`config.mk`:
```
export PLATFORM = sky130hd
export DESIGN_NAME = itm_timer_set
export DESIGN_NICKNAME = d
export VERILOG_FILES = /design/src/rtl/itm_pkg.sv /design/src/rtl/itm_counter.sv /design/src/rtl/itm_regs.sv /design/src/rtl/itm_timer_set.sv
export SDC_FILE = /design/constraint.sdc
export NUM_CORES = 1
export LEC_CHECK = 0
export BUFFER_PORTS_ARGS = -buffer_cell sky130_fd_sc_hd__buf_2
export CORE_MARGIN = 2
export CORE_UTILIZATION = 40
export CTS_CLUSTER_DIAMETER = 50
export CTS_CLUSTER_SIZE = 12
export DETAILED_ROUTE_END_ITERATION = 12
export GPL_TIMING_DRIVEN = 1
export HOLD_SLACK_MARGIN = 0.15
export PLACE_DENSITY_LB_ADDON = 0.08
export SLEW_MARGIN = 20
export SYNTH_ARGS = -nofsm -noshare
export SYNTH_HDL_FRONTEND = slang
export SYNTH_SLANG_ARGS = --single-unit
```
`constraint.sdc`:
```
create_clock -name clk -period 3.8 [get_ports clk]
set_clock_uncertainty 0.1 [all_clocks]
set_input_delay 0.19 -clock clk [delete_from_list [all_inputs] [get_ports clk]]
set_output_delay 0.19 -clock clk [all_outputs]
set_load 0.02 [all_outputs]
```
`src/rtl/itm_pkg.sv`:
```
package itm_pkg;
  localparam int NUM_TMR = 3;
  localparam int REG_AW  = 4;
  localparam logic [REG_AW-1:0] STAT_ADDR = 4'hC;

  typedef struct packed {
    logic irq_en;   // bit 3
    logic chain;    // bit 2
    logic auto_rl;  // bit 1
    logic run;      // bit 0
  } tmr_ctrl_t;

  function automatic logic [REG_AW-1:0] load_addr(input int idx);
    return REG_AW'(idx * 4);
  endfunction

  function automatic logic [REG_AW-1:0] ctrl_addr(input int idx);
    return REG_AW'(idx * 4 + 1);
  endfunction
endpackage

```
`src/rtl/itm_counter.sv`:
```
module itm_counter #(
  parameter int W = 16
) (
  input  logic         clk,
  input  logic         rst,
  input  logic         run,
  input  logic         auto_rl,
  input  logic         step,
  input  logic         ld_stb,
  input  logic [W-1:0] ld_val,
  output logic [W-1:0] count,
  output logic         tc
);
  localparam logic [W-1:0] ONE = W'(1);

  logic [W-1:0] reload_q;
  logic [W-1:0] count_q;
  logic         idle;
  logic         adv;

  assign idle  = !run || (count_q == '0);
  assign adv   = run && step && (count_q != '0);
  assign tc    = adv && (count_q == ONE);
  assign count = count_q;

  always_ff @(posedge clk) begin
    if (rst) begin
      reload_q <= '0;
      count_q  <= '0;
    end else begin
      if (ld_stb)
        reload_q <= ld_val;
      if (ld_stb && idle)
        count_q <= ld_val;
      else if (adv)
        count_q <= (count_q == ONE && auto_rl) ? reload_q : count_q - ONE;
    end
  end
endmodule

```
`src/rtl/itm_regs.sv`:
```
module itm_regs
  import itm_pkg::*;
#(
  parameter int DW = 32
) (
  input  logic                          clk,
  input  logic                          rst,
  input  logic                          wr_en,
  input  logic                          rd_en,
  input  logic [REG_AW-1:0]             addr,
  input  logic [3:0]                    ctl_wd,
  input  logic [NUM_TMR-1:0]            tc,
  input  logic [NUM_TMR-1:0][DW-1:0]    cnt_ext,
  output logic [NUM_TMR-1:0]            run_v,
  output logic [NUM_TMR-1:0]            auto_v,
  output logic [NUM_TMR-1:0]            chain_v,
  output logic [NUM_TMR-1:0]            ld_stb,
  output logic [NUM_TMR-1:0]            pend,
  output logic [NUM_TMR-1:0]            irq,
  output logic [DW-1:0]                 rdata
);
  tmr_ctrl_t          ctrl_q [NUM_TMR];
  tmr_ctrl_t          ctrl_n [NUM_TMR];
  logic [NUM_TMR-1:0] en_n;
  logic [NUM_TMR-1:0] clr;
  logic [NUM_TMR-1:0] pend_q;
  logic [NUM_TMR-1:0] pend_n;
  logic [NUM_TMR-1:0] irq_q;
  logic [DW-1:0]      rd_mux;
  logic [DW-1:0]      rdata_q;

  always_comb begin
    for (int i = 0; i < NUM_TMR; i++) begin
      ctrl_n[i] = ctrl_q[i];
      if (wr_en && addr == ctrl_addr(i))
        ctrl_n[i] = tmr_ctrl_t'(ctl_wd);
      en_n[i]    = ctrl_n[i].irq_en;
      ld_stb[i]  = wr_en && (addr == load_addr(i));
      run_v[i]   = ctrl_q[i].run;
      auto_v[i]  = ctrl_q[i].auto_rl;
      chain_v[i] = ctrl_q[i].chain;
    end
  end

  assign clr    = (wr_en && addr == STAT_ADDR) ? ctl_wd[NUM_TMR-1:0] : '0;
  assign pend_n = (pend_q & ~clr) | tc;

  always_comb begin
    rd_mux = '0;
    if (addr == STAT_ADDR)
      rd_mux = DW'(pend_q);
    for (int i = 0; i < NUM_TMR; i++) begin
      if (addr == load_addr(i)) rd_mux = cnt_ext[i];
      if (addr == ctrl_addr(i)) rd_mux = DW'(ctrl_q[i]);
    end
  end

  always_ff @(posedge clk) begin
    if (rst) begin
      for (int i = 0; i < NUM_TMR; i++) ctrl_q[i] <= '0;
      pend_q  <= '0;
      irq_q   <= '0;
      rdata_q <= '0;
    end else begin
      for (int i = 0; i < NUM_TMR; i++) ctrl_q[i] <= ctrl_n[i];
      pend_q <= pend_n;
      irq_q  <= pend_n & en_n;
      if (rd_en) rdata_q <= rd_mux;
    end
  end

  assign pend  = pend_q;
  assign irq   = irq_q;
  assign rdata = rdata_q;
endmodule

```
`src/rtl/itm_timer_set.sv`:
```
module itm_timer_set
  import itm_pkg::*;
#(
  parameter int DW   = 32,
  parameter int T1_W = 32,
  parameter int T2_W = 16,
  parameter int T3_W = 16
) (
  input  logic                clk,
  input  logic                rst,
  input  logic                tick_i,
  input  logic                wr_en_i,
  input  logic                rd_en_i,
  input  logic [REG_AW-1:0]   addr_i,
  input  logic [DW-1:0]       wdata_i,
  output logic [DW-1:0]       rdata_o,
  output logic [NUM_TMR-1:0]  irq_o
);
  logic [NUM_TMR-1:0]         run_v;
  logic [NUM_TMR-1:0]         auto_v;
  logic [NUM_TMR-1:0]         chain_v;
  logic [NUM_TMR-1:0]         ld_stb;
  logic [NUM_TMR-1:0]         pend;
  logic [NUM_TMR-1:0]         tc;
  logic [NUM_TMR-1:0]         step;
  logic [NUM_TMR-1:0][DW-1:0] cnt_ext;

  itm_regs #(.DW(DW)) u_regs (
    .clk     (clk),
    .rst     (rst),
    .wr_en   (wr_en_i),
    .rd_en   (rd_en_i),
    .addr    (addr_i),
    .ctl_wd  (wdata_i[3:0]),
    .tc      (tc),
    .cnt_ext (cnt_ext),
    .run_v   (run_v),
    .auto_v  (auto_v),
    .chain_v (chain_v),
    .ld_stb  (ld_stb),
    .pend    (pend),
    .irq     (irq_o),
    .rdata   (rdata_o)
  );

  for (genvar g = 0; g < NUM_TMR; g++) begin : g_tmr
    localparam int TW = (g == 0) ? T1_W : ((g == 1) ? T2_W : T3_W);
    logic [TW-1:0] cnt_w;

    if (g == 0) begin : g_head
      assign step[g] = tick_i;
    end else begin : g_link
      assign step[g] = chain_v[g] ? tc[g-1] : tick_i;
    end

    itm_counter #(.W(TW)) u_cnt (
      .clk     (clk),
      .rst     (rst),
      .run     (run_v[g]),
      .auto_rl (auto_v[g]),
      .step    (step[g]),
      .ld_stb  (ld_stb[g]),
      .ld_val  (wdata_i[TW-1:0]),
      .count   (cnt_w),
      .tc      (tc[g])
    );

    assign cnt_ext[g] = DW'(cnt_w);
  end
endmodule

```
==> impl_metrics.yaml, run 1 <==
logic_synthesis:
  async_flop_share_pct: 0
  yosysSeqAreaShare_pct: 39.2
  synth_area_um2: 9090
  synthDominantCellAreaShare_pct: 39.2
  synthCells: 1212
  synth_flop_cell: "dfxtp_1"
  ys_types: 65
  yosysWarnings: 0
  yosys.area.top_type: "dfxtp_1"
  synth-seq-cells: 178
  synth_nets: 1260
  syn_avg_cell_area_um2: 7.50
  synth_area_leaders: "dfxtp_1 (39%), nand2_1 (10%), a21oi_1 (8.9%)"
  synth_edf_count: 0
route:
  routed_wl_mm: 30.7
  viasPerCell: 5.66
  antenna_left: 0
  drc: 0
  drtPass1Iterations: 5
  vias: 8877
  wl_per_cell_um: 19.6
  drt_iter0_drc: 755
setup_path:
  arrival_ps: 3390
  cpMostUsedCell: "nor2_1"
  cp_slowest_stage_delay_ps: 770
  required_ps: 3960
  crit_start: "g_tmr[1].u_cnt.count[0]"
  startpoint_type: "register"
  critPathSlowestCell: "nor2_1"
  r2r-start: "g_tmr[1].u_cnt.count[0]"
  crit_chain: "inv_1, ha_1, or3b_2, nor2_1, a31oi_1, and3_1, nor2_1, a2111oi_0"
  path_max_fanout: 13
  endpoint_kind: "register"
  worstSetupPathType: "reg2reg"
finish:
  layout-drive-gt1-share_pct: 11.5
  diodes: 0
  area_growth_pct: 16.2
  nets: 1318
  design_area_um2: 10600
clock_network:
  cts_max_path_buffers: 2
  cts_resized: 0
  clock_latency_ps: 430
  htree_levels: 4
  cts_buffers: 17
  cts_tree: "built"
  cts_sinks: 178
  post_cts.repair.setup_buffers: 0
  clk_pin_slew_worst_paths_ps: 70
  ctsRootBufferMaster: "clkbuf_16"
timing:
  fmax_mhz: 310
  drv_slew: 0
  rsz0062_at_grt: "no"
  period_needed_ps: 3230
  tightest_slew_ps: 938
  final.setup.tns_ps: 0
  final-setup-viol-count: 0
  post-route-period-util_pct: 85.0
  finalHoldViolCount: 0
  relSlewSlack_pct: 37.3
power:
  switching_power_mw: 1.20
  clkPwrFrac_pct: 41.2
  p_int_mw: 3.03
  leakage_nw: 3.98
  switching_share_pct: 28.4
  max-vdd-ir-drop_mv: 0.231
  power.density_nw_per_um2: 401
  combPwrFrac_pct: 13.5
  seqPwrFrac_pct: 45.4
  total_power_mw: 4.24
floorplan:
  chipHeight_um: 155
  fp-row-count: 55
  ioPinCount: 76
  die-width_um: 155
  fp.dieArea_um2: 23900
  core-area_um2: 22500
  start_util_pct: 40.4
global_route:
  grt_start_max_net_pins: 100
  grt_pass1_wl_mm: 48.2
  grt.total_usage_pct: 25.6
  overflow: 0
  antenna_found_initial: 0
  grt_pass1_vias: 8470
placed_design:
  port_buffers: 75
  hpwl_mm: 20.9
  place_area_um2: 9660
  gp_congestion: 0.877
flow_run:
  max_cap_violations: 0
min_path:
  hp-start: "addr_i[1]"
  min_path_type: "in2reg"
run_status:
  run_status: "completed"
repair_timing:
action                                  in CTS  in global routing
endpoints found under the hold margin      156                  0
endpoints found under the setup margin       0                  0
hold buffers                                34                  0
cell type report:
cell class,count,area (um2)
clock buffer,19,433
clock inverter,13,125
fill,2289,11900
inverter,12,45.0
multi-input combinational,928,5120
sequential,178,3560
tap,285,357
timing repair buffer,133,915
registers in the layout, summed over array words and instances, names as in the netlist:
register and cells:
g_tmr.u_cnt.count 64, g_tmr.u_cnt.reload_q 64, u_regs.rdata 32, u_regs.ctrl_q 12, u_regs.irq 3, u_regs.pend 3
cell usage after synthesis (12+ instances only):
cell,count
inv_1,12
clkbuf_1,81
o211ai_1,29
nor2b_1,32
nand2_1,249
a22oi_1,36
xnor2_1,25
dfxtp_1,178
nor3_1,30
nor4_1,21
o21ai_0,38
nand3_1,26
mux2i_1,21
nor2_1,107
a31oi_1,13
xor2_1,18
a21oi_1,162
layer usage:
metal	vias to the layer above	track usage, %	wire length, um
li1	4378	-	-
met1	4262	33.8	14000
met2	207	44.4	15100
met3	30	3.19	1080
met4	0	6.48	488
met5	-	0	0
metrics by stage:
step           setup WS, ps  instances  util, %  hold WS [ps]
2_1_floorplan          1100       1212        -           221
3_3_place_gp            685       1502     42.9           341
3_5_place_dp            627       1502     42.9           348
4_1_cts                 607       1568     46.9           172
5_1_grt                 293       1568     46.9           202
6_report                571       1568     46.9           190
final timing paths:
path / slack, ps / depth (start not counted) / end
setup reg to reg: 570 / 8 / g_tmr[1].u_cnt.count[1]
setup / recovery: 570 / 8 / g_tmr[1].u_cnt.count[1]
hold / removal: 190 / 4 / u_regs.rdata[2]
hold reg to reg: 360 / 2 / g_tmr[0].u_cnt.reload_q[26]
worst max-delay path, delay by kind of cell (launching register included):
kind                     cells  cell delay [ps]
AND/OR/NAND/NOR              4             1890
buffers and inverters        1               80
adder cells (fa/ha/maj)      1              180
flip-flops                   1              370
AO/OA/AOI/OAI                2              440
kinds of logic after synthesis:
kind of cell	after synthesis	synth area share (%)
fa+ha+maj	7	0.964
compound gates	333	22.3
buf+inv	106	4.60
mux	22	2.44
flops	178	39.2
xor+xnor	43	4.14
simple gates	523	26.3
power groups by stage:
| stage | Clock (mW) | Combinational (mW) | Sequential (mW) |
|---|---|---|---|
| detailed placement | 0 | 0.537 | 1.96 |
| finish | 1.74 | 0.570 | 1.92 |
| global placement | 0 | 0.543 | 1.96 |
| global route | 1.85 | 0.624 | 1.93 |
| CTS | 1.77 | 0.568 | 1.92 |
| floorplan | 0 | 0.383 | 1.95 |
placed cells by master, fill, tap and decap left out, types with 4 or more instances in the layout:
cell type,count
a2111oi_0,8
a211oi_1,7
a21oi_1,162
a22oi_1,36
a2bb2oi_1,5
a311oi_1,5
a31oi_1,13
and2_1,4
buf_2,74
buf_4,23
clkbuf_16,17
dfxtp_1,178
dlygate4sd3_1,34
ha_1,7
inv_1,12
mux2i_1,21
nand2_1,249
nand2b_1,6
nand3_1,25
nand3b_1,4
nand4_1,4
nor2_1,106
nor2b_1,32
nor3_1,29
nor4_1,21
o211ai_1,29
o21ai_0,38
o22ai_1,6
o31ai_1,5
or3_1,6
or4_1,9
xnor2_1,25
xor2_1,18
Power figures use the tool's default switching activity.
==> run 2: changes to the inputs <==
==> constraint.sdc (replaced) <==
create_clock -name clk -period 2.7 [get_ports clk]
set_clock_uncertainty 0.1 [all_clocks]
set_input_delay 0.135 -clock clk [delete_from_list [all_inputs] [get_ports clk]]
set_output_delay 0.135 -clock clk [all_outputs]
set_load 0.02 [all_outputs]
==> run 2 against run 1 <==
Maximum frequency increased by 25%; critical path depth unchanged; sequential power increased by 40%; register-to-register slack got worse by 460 ps; clock power increased by 50%; utilization increased by 4.3 points; first-iteration DRC count decreased by 18%; global-route usage increased by 0.42 points; worst hold slack improved by 12 ps; power increased by 47%; die area unchanged; via count increased by 4.1%; critical endpoint is now g_tmr[0].u_cnt.count[27].
==> impl_metrics.yaml, run 2 (synthesis gave the netlist of run 1 again) <==
run_status:
  run_status: "completed"
placed_design:
  placed_cells: 1592
  gp_congestion: 0.888
  dp_slack_ps: -191
  hpwl_mm: 21.7
  port_buffers: 75
setup_path:
  r2r_cells: 8
  cp_slowest_stage_delay_ps: 560
  timing.rr.end: "g_tmr[0].u_cnt.count[27]"
  ff2ff_setup_slack_ps: 110
  crit_chain: "or4_4, buf_4, nor3_4, nand4b_1, or4b_4, xor2_1, a2111oi_2, a221o_1"
  endpoint_kind: "register"
  worstSetupPathType: "reg2reg"
  critPathSlowestCell: "or4_4"
  startpoint_type: "register"
  crit_start: "g_tmr[0].u_cnt.count[16]"
  cp-endpoint: "g_tmr[0].u_cnt.count[27]"
  required_ps: 2980
  path_max_fanout: 3
  arrival_ps: 2870
  r2r-start: "g_tmr[0].u_cnt.count[16]"
timing:
  relSlewSlack_pct: 58.5
  final-setup-viol-count: 0
  tightest_slew_ps: 621
  fin_ws_ps: 113
  drv_slew: 0
  fmax_mhz: 387
  period_needed_ps: 2590
  finalHoldViolCount: 0
  timing.hold.ws_ps: 202
  post-route-period-util_pct: 95.8
route:
  wirelength_met1_mm: 14.1
  vias: 9244
  viasPerCell: 5.56
  routed_wl_mm: 31.3
  wl_met2_mm: 14.9
  top_layer_used: "met4"
  wl_met3_mm: 1.40
  wl_per_cell_um: 18.8
  drc: 0
  drtPass1Iterations: 5
  drt_iter0_drc: 616
  antenna_left: 0
finish:
  multi_input_area_um2: 5280
  nets: 1413
  area_growth_pct: 26.9
  stdcell_count: 1663
  layout-drive-gt1-share_pct: 19.3
  diodes: 0
  layout_commonest_cell: "nand2_1"
  mostFrequentLayoutCells: "nand2_1 (248), dfxtp_1 (175), a21oi_1 (162), buf_4 (111), nor2_1 (105)"
  fill_cells: 2254
  regArea_um2: 3570
power:
  max-vdd-ir-drop_mv: 0.384
  power.density_nw_per_um2: 541
  clkPwrFrac_pct: 41.8
  switching_share_pct: 27.8
  p_int_mw: 4.50
  leakage_nw: 4.53
  combPwrFrac_pct: 15.1
  seqPwrFrac_pct: 43.1
  switching_power_mw: 1.73
clock_network:
  ctsRootBufferMaster: "clkbuf_16"
  cts_tree: "built"
  clk_pin_slew_worst_paths_ps: 70
  cts_max_path_buffers: 2
  cts_buffers: 17
  cts_sinks: 178
  clock_latency_ps: 430
  htree_levels: 4
global_route:
  grt_pass1_wl_mm: 48.9
  grt_start_max_net_pins: 104
  grt_pass1_vias: 8776
  antenna_found_initial: 0
  grt.total_usage_pct: 26.0
  overflow: 0
min_path:
  min_path_type: "in2reg"
floorplan:
  core-area_um2: 22500
  fp-row-count: 55
  fp.dieArea_um2: 23900
  die-width_um: 155
  ioPinCount: 76
  start_util_pct: 40.4
  chipHeight_um: 155
flow_run:
  max_cap_violations: 0
run 2: power by group through the flow:
stage          sequential, mW  clock [mW]  combinational (mW)
2_1_floorplan            2.75           0               0.540
3_3_place_gp             2.75           0               0.860
3_5_place_dp             2.75           0               0.855
4_1_cts                  2.69        2.65               0.903
5_1_grt                  2.69        2.74                1.03
6_report                 2.69        2.61               0.939
run 2: through the flow:
stage	utilization (%)	setup TNS [ps]	power, mW	cell area (um2)
3_5_place_dp	46.2	-575	3.60	10400
6_report	51.2	0	6.24	11500
5_1_grt	51.2	-60.0	6.47	11500
2_1_floorplan	-	0	3.29	9090
4_1_cts	50.5	0	6.24	11400
3_3_place_gp	46.2	-100	3.61	10400
run 2: critical path: cells and delay by family, from the launching register on:
family,cells,cell delay [ps]
and+or+nand+nor,4,1350
AOI/OAI and AO/OA,2,450
DFF,1,310
buffers and inverters,1,160
xor gates and xnor gates,1,160
run 2: timing repair:
item                                    in CTS  in global routing
endpoints found under the setup margin      12                 51
hold buffers                                36                  0
pin swaps                                    3                  9
resized for setup                            5                 30
setup buffers                                0                  3
hold endpoints to repair                   162                  0
run 2: layout make-up:
class,count,share of cell area (%)
multi-input cells,928,45.7
inverters,12,0.391
repair buffers,228,14.6
clock buffers,19,3.93
flip-flops and latches,178,30.9
clock inverters,13,1.29
well taps,285,3.09
run 2: how the worst min path moves through the flow:
stage	from	endpoint	slack (ps)	cells after the start
detailed placement	wdata_i[27]	g_tmr[0].u_cnt.count[27]	300	2
global placement	wdata_i[29]	g_tmr[0].u_cnt.count[29]	290	3
global route	rd_en_i	u_regs.rdata[2]	230	4
finish	rd_en_i	u_regs.rdata[2]	200	4
floorplan	wdata_i[24]	g_tmr[0].u_cnt.count[24]	170	2
CTS	rd_en_i	u_regs.rdata[2]	190	4
run 2: per-layer routing:
metal  vias to the layer above  GRT usage, %
met5                         -             0
met4                         0          8.51
met3                        37          4.20
met2                       226          43.7
met1                      4418          34.1
li1                       4563             -
==> run 3: changes to the inputs <==
--- a/config.mk
+++ b/config.mk
@@ -11,10 +11,10 @@
 export CTS_CLUSTER_DIAMETER = 50
 export CTS_CLUSTER_SIZE = 12
 export DETAILED_ROUTE_END_ITERATION = 12
-export GPL_TIMING_DRIVEN = 1
+export GPL_TIMING_DRIVEN = 0
 export HOLD_SLACK_MARGIN = 0.15
 export PLACE_DENSITY_LB_ADDON = 0.08
-export SLEW_MARGIN = 20
+export SLEW_MARGIN = 10
 export SYNTH_ARGS = -nofsm -noshare
 export SYNTH_HDL_FRONTEND = slang
 export SYNTH_SLANG_ARGS = --single-unit
==> constraint.sdc (replaced) <==
create_clock -name clk -period 2.7 [get_ports clk]
set_clock_uncertainty 0.1 [all_clocks]
set_input_delay 0.27 -clock clk [delete_from_list [all_inputs] [get_ports clk]]
set_output_delay 0.27 -clock clk [all_outputs]
set_load 0.02 [all_outputs]
==> run 3 against run 2 <==
Power is 2.7% higher; worst hold slack better by 33 ps; cell count is 1.1% lower; combinational power is 0.7% lower; clock power is 6% higher; largest power group is now clock; routed wire length is 6.3% higher; via count is 1.9% higher; largest cell class unchanged.
==> impl_metrics.yaml, run 3 (synthesis gave the netlist of run 1 again) <==
route:
  drtPass1Iterations: 5
  viasPerCell: 5.73
  vias: 9418
  drc: 0
  drt_iter0_drc: 691
  routed_wl_mm: 33.2
  antenna_left: 0
  wl_per_cell_um: 20.2
finish:
  diodes: 0
  mostFrequentLayoutCells: "nand2_1 (247), dfxtp_1 (163), a21oi_1 (161), nor2_1 (105), buf_2 (75)"
  fin_util_pct: 50.4
  multi_input_area_um2: 5470
  layout-drive-gt1-share_pct: 16.6
  regArea_um2: 3590
  area_growth_pct: 24.8
  nets: 1395
  fill_cells: 2290
  layout_commonest_cell: "nand2_1"
timing:
  timing.hold.ws_ps: 236
  relSlewSlack_pct: 29.4
  final-setup-viol-count: 0
  finalHoldViolCount: 0
  drv_slew: 0
  post-route-period-util_pct: 99.4
  fmax_mhz: 372
  period_needed_ps: 2690
  rsz0062_at_grt: "yes"
  tightest_slew_ps: 1040
  final.setup.tns_ps: 0
setup_path:
  endpoint_kind: "register"
  required_ps: 2990
  path_max_fanout: 7
  arrival_ps: 2970
  startpoint_type: "register"
  worstSetupPathType: "reg2reg"
floorplan:
  fp.dieArea_um2: 23900
  fp-row-count: 55
  chipHeight_um: 155
  die-width_um: 155
  ioPinCount: 76
  start_util_pct: 40.4
  core-area_um2: 22500
run_status:
  run_status: "completed"
clock_network:
  clock_latency_ps: 450
  clk_pin_slew_worst_paths_ps: 70
  htree_levels: 4
  ctsRootBufferMaster: "clkbuf_16"
  cts_tree: "built"
  cts_sinks: 178
  cts_max_path_buffers: 2
  cts_buffers: 17
global_route:
  antenna_found_initial: 0
  grt_pass1_vias: 8772
  grt_start_max_net_pins: 19
  overflow: 0
  grt.total_usage_pct: 27.6
  grt_pass1_wl_mm: 51.0
flow_run:
  max_cap_violations: 0
placed_design:
  hpwl_mm: 23.5
  port_buffers: 68
  gp_congestion: 0.919
power:
  leakage_nw: 4.24
  power.density_nw_per_um2: 565
  total_power_mw: 6.40
  max-vdd-ir-drop_mv: 0.307
min_path:
  min_path_type: "in2reg"
run 3: changes by cell type in the layout (fill, tap and decap cells not counted), moves of 7 or more:
cell | previous run | this run
buf_4 | 111 | 33
clkbuf_1 | 0 | 61
dfxtp_1 | 175 | 163
dfxtp_2 | 3 | 10
dlygate4sd3_1 | 36 | 28
run 3: stage by stage:
stage          cell area, um2  setup slack (ps)  instances
2_1_floorplan            9090              27.6       1212
3_3_place_gp             9790              -717       1565
3_5_place_dp             9790              -794       1565
4_1_cts                 11100             -21.7       1636
5_1_grt                 11300             -34.4       1645
6_report                11300              15.0       1645
run 3: worst max-delay path, cell delays in order (launching register included):
cell	delay, ps
dfxtp_1	370
inv_1	120
ha_2	200
or3b_4	420
nor2_4	140
a31oi_2	150
a41oi_2	270
nor2_1	100
buf_4	180
buf_4	160
a211oi_1	240
o31a_1	180
run 3: where the power goes:
part / internal (mW) / switching [mW] / total, mW / leakage, nW
sequential: 2.66 / 0.0460 / 2.70 / 1.45
clock: 1.51 / 1.26 / 2.77 / 0.307
combinational: 0.389 / 0.543 / 0.932 / 2.49
total: 4.55 / 1.85 / 6.40 / 4.24
run 3: per-layer routing:
| metal | GRT usage, % | vias up | wire [um] |
|---|---|---|---|
| met5 | 0 | - | 0 |
| met3 | 4.29 | 41 | 1600 |
| met4 | 8.20 | 0 | 835 |
| li1 | - | 4552 | - |
| met2 | 46.5 | 296 | 15900 |
| met1 | 36.7 | 4529 | 14900 |
run 3: worst paths after layout:
path,start,end,slack [ps],cells after the start
max reg2reg,g_tmr[1].u_cnt.count[1],g_tmr[2].u_cnt.count[8],10,11
max,g_tmr[1].u_cnt.count[1],g_tmr[2].u_cnt.count[8],10,11
min,addr_i[2],g_tmr[0].u_cnt.reload_q[8],240,4
min reg2reg,g_tmr[0].u_cnt.reload_q[3],g_tmr[0].u_cnt.reload_q[3],360,2
run 3: cell type report:
type	instances	area share, %
clock buffers	17	3.75
clock inverters	15	1.88
flip-flops and latches	178	31.7
plain buffers	87	3.64
repair buffers	123	7.26
inverters	12	0.397
well taps	285	3.15
multi-input cells	928	48.2
run 3: timing repair:
item / in CTS / in global routing
setup endpoints to repair: 68 / 64
resized for setup: 81 / 47
buffers inserted: 17 / 10
hold buffers: 28 / 0
cloned: 0 / 0
hold endpoints to repair: 80 / 0
pin swaps: 20 / 16
